$ cat src/rtl/xec_leaf.sv
module xec_leaf #(
    parameter int          LEVELS     = 4,
    parameter int          LVL_W      = 3,
    parameter int          LP_MIN_LVL = 2,
    parameter int          LP_MAX_LVL = 3,
    parameter int          MT_W       = 3,
    parameter logic [(1<<MT_W)-1:0] MT_LEGAL = 8'b0111_0011
) (
    input  logic [LVL_W-1:0] level_i,
    input  logic             lp_bit_i,
    input  logic [MT_W-1:0]  mtype_i,
    input  logic             big_ok_i,
    output logic             leaf_any_o,
    output logic             leaf_map_o,
    output logic             mt_bad_o,
    output logic             lp_bad_o,
    output logic             lvl_bad_o
);
    logic lvl_one;
    logic lvl_big;
    logic lvl_top;

    always_comb begin
        lvl_one    = (level_i == LVL_W'(1));
        lvl_big    = (level_i >= LVL_W'(LP_MIN_LVL)) && (level_i <= LVL_W'(LP_MAX_LVL));
        lvl_top    = (level_i == LVL_W'(LEVELS));
        lvl_bad_o  = (level_i == '0) || (level_i > LVL_W'(LEVELS));
        leaf_any_o = lvl_one || lp_bit_i;
        leaf_map_o = lvl_one || (lvl_big && lp_bit_i);
        mt_bad_o   = leaf_map_o && !MT_LEGAL[mtype_i];
        lp_bad_o   = lp_bit_i && (lvl_top || (lvl_big && !big_ok_i));
    end
endmodule

$ cat config.mk
export PLATFORM = sky130hd
export DESIGN_NAME = xec_leaf
export DESIGN_NICKNAME = d
export VERILOG_FILES = /design/src/rtl/xec_leaf.sv
export SDC_FILE = /design/constraint.sdc
export NUM_CORES = 1
export LEC_CHECK = 0
export BUFFER_PORTS_ARGS = -buffer_cell sky130_fd_sc_hd__buf_2
export CORE_AREA = 2 2 39 41
export DETAILED_ROUTE_END_ITERATION = 12
export DIE_AREA = 0 0 41 43
export PLACE_DENSITY_LB_ADDON = 0.1
export SLEW_MARGIN = 20
export SYNTH_ARGS = -nofsm -noshare
export SYNTH_HDL_FRONTEND = slang
export SYNTH_SLANG_ARGS = --single-unit
$ cat constraint.sdc
create_clock -name vclk -period 1
set_input_delay 0.1 -clock vclk [all_inputs]
set_output_delay 0.1 -clock vclk [all_outputs]
set_load 0.005 [all_outputs]
==> reports/results.txt <==
Buffers inserted to repair hold after CTS numbered 0. The synthesis-to-layout area growth was 106%; the highest net fanout along the worst path was 6. For the violation count after the first detailed-route iteration, the log shows 1. Traced cell by cell, the critical path runs through buf_2 -> nor4bb_1 -> a31o_2 -> buf_2. The post-detailed-route DRC marker count is 0. The HPWL after detailed placement is 266 µm. After routing, the total negative slack on setup checks comes to 0 ps. The die width came out at 41 µm. The run gives 298 µm as the aggregate routed wire length. The post-route antenna net violation count is 0, and the first-pass detailed-route iteration total is 2. The power per standard cell area came out at 349 mW/mm². The floorplan step defined a die boundary enclosing 0.00176 mm². The sequential cells in the finished layout cover a total of 0 µm².

The tools report the post-synthesis instance area as 80.1 µm². In the layout the commonest cells are sky130_fd_sc_hd__buf_2, sky130_fd_sc_hd__nor2_1. The critical path contains buffers and inverters numbering 2 combined.

The total global routing track utilization is 0.0250, and the top-level I/O count is 13. The max-slew violation count is 0. In the final routed layout, each cell accounts on average for 7.64 µm. The cell with the largest stage delay on the worst path is sky130_fd_sc_hd__nor4bb_1. The pin count of the biggest net entering global routing is 7, and the floorplan die height is 43 µm. Post-CTS timing repair inserted 0 buffers for setup. The clock tree buffer count of the final layout was 0; the post-detailed-placement cell area was 165 µm². The number of failing setup endpoints in the final timing report was 0; the longest individual stage delay on the worst path was 260 ps.

Of all cell types, the one taking the most synthesized area is sky130_fd_sc_hd__nor4b_2. The number of buffers added on ports came out at 13. The run finished with clean final reports.

The first global-routing pass estimated 324 µm of wire. The maximum clock rate is 1170 MHz. The worst slew slack as a fraction of its limit came out at 0.845. After detailed routing, the number of vias per cell comes to 3.36. The post-route fraction of the period consumed by the critical path is 0.855, and the effective utilization at floorplan is 0.0579.

At the end of the flow, the number of nets in the layout was 33. Yosys printed 0 warnings. After floorplanning, the core was divided into 14 placement rows. Once the clock tree was built, the resizer swapped 0 gates to a different size.

The number of hold violations in the final report is 0. The path class of the tightest hold or removal check is input port to output pin. The via count of the first global-routing pass was 97; the total number of sequential cells was 0.

The sequential element share of the synthesized area is 0. The shortest clock period the worst path allows after layout works out to 855 ps. The logs give 0 for the initial antenna violation count and 162 for the number of fill cells. The detailed router placed 131 vias in this run. Global routing finished with a remaining overflow of 0.

The kind of cell with the highest combined delay along the critical path is simple AND/OR/NAND/NOR gates. The run gives 0.0000852 µW as the leakage power. Setup repair after global routing left no endpoint under its margin. By area the synthesized netlist is led by sky130_fd_sc_hd__nor4b_2, sky130_fd_sc_hd__mux2i_1, sky130_fd_sc_hd__nor4bb_1, sky130_fd_sc_hd__a31o_2, sky130_fd_sc_hd__xor2_1. For the worst setup path, the data required time is 900 ps.

The tools report the worst endpoint data arrival time as 760 ps. After layout, the design draws a total of 57.7 µW. The repair_antennas step left the layout with diodes totalling 0. Largest voltage drop on the vdd net: 0.0000456 V.

The start-to-end type of the worst setup path is input port to output pin. The worst setup path is captured at an output pin. The number of different library cells used by synthesis comes to 9. The cell that appears most often on the critical path is sky130_fd_sc_hd__buf_2. The routability congestion estimate from global placement is 0.529. The run gives 0.00138 mm² as the area of the placeable core. The worst slack at placement is 133 ps. After technology mapping, the gate count stands at 10.

The synthesized net count was 18. Each instance of the synthesized netlist takes up on average 8.01 µm². Across all setup checks in the final design, the least slack found is 145 ps.

The share of the synthesized area in the top cell type was 0.188. The number of maximum-capacitance violations came out at 0. The fraction of final layout cells sized beyond drive strength 1 is 0.696, and the footprint of the multi-input gates is 80.1 µm².

Leading cell type in the layout, fill and taps excluded: sky130_fd_sc_hd__buf_2. With fillers left out, the area of the finished cells amounts to 165 µm². The slew at the pin closest to its max-slew limit was 226 ps.

Startpoint class of the critical path: an input port.
-- where the power goes --
part / leakage, µW / switching [µW] / internal, µW / total, µW
clock: 0 / 0 / 0 / 0
combinational: 0.0000852 / 24.9 / 32.8 / 57.7
sequential: 0 / 0 / 0 / 0
total: 0.0000852 / 24.9 / 32.8 / 57.7
-- path summary, 6_finish.rpt --
kind	to	from	depth (start not counted)	slack, ps
min	leaf_any_o	lp_bit_i	3	500
max	lp_bad_o	level_i[2]	4	140
-- cells by family (layout without fill, tap and decap cells) --
group                  after synthesis  in the layout  share of synthesized area
XOR/XNOR                             1              1                      0.109
buffers and inverters                0             13                          0
AND/OR/NAND/NOR                      7              7                      0.656
multiplexers                         1              1                      0.125
AO/OA/AOI/OAI                        1              1                      0.109
-- through the flow --
stage / hold slack, ps / util / cells
after CTS: 509 / 0.119 / 39
after detailed placement: 510 / 0.119 / 39
final: 503 / 0.119 / 39
after floorplan: 224 / - / 10
after global placement: 516 / 0.119 / 39
after global routing: 527 / 0.119 / 39
-- Yosys cell counts --
cell / n
sky130_fd_sc_hd__nor3b_1: 1
sky130_fd_sc_hd__nor4bb_1: 1
sky130_fd_sc_hd__mux2i_1: 1
sky130_fd_sc_hd__nor2b_1: 1
sky130_fd_sc_hd__nor4b_2: 1
sky130_fd_sc_hd__xor2_1: 1
sky130_fd_sc_hd__nor2_1: 2
sky130_fd_sc_hd__or2_2: 1
sky130_fd_sc_hd__a31o_2: 1
-- routing by layer --
| layer | up-vias | share of wire | global-route usage |
|---|---|---|---|
| li1 | 64 | - | - |
| met2 | 13 | 0.37 | 0.0531 |
| met5 | - | 0 | 0 |
| met4 | 0 | 0 | 0 |
| met3 | 0 | 0.24 | 0.00524 |
| met1 | 54 | 0.38 | 0.0222 |
-- cell type report --
| class | count | area share |
|---|---|---|
| timing repair buffer | 13 | 0.394 |
| tap | 16 | 0.121 |
| multi-input combinational | 10 | 0.485 |
No activity file was read; power rests on OpenSTA's default activity.
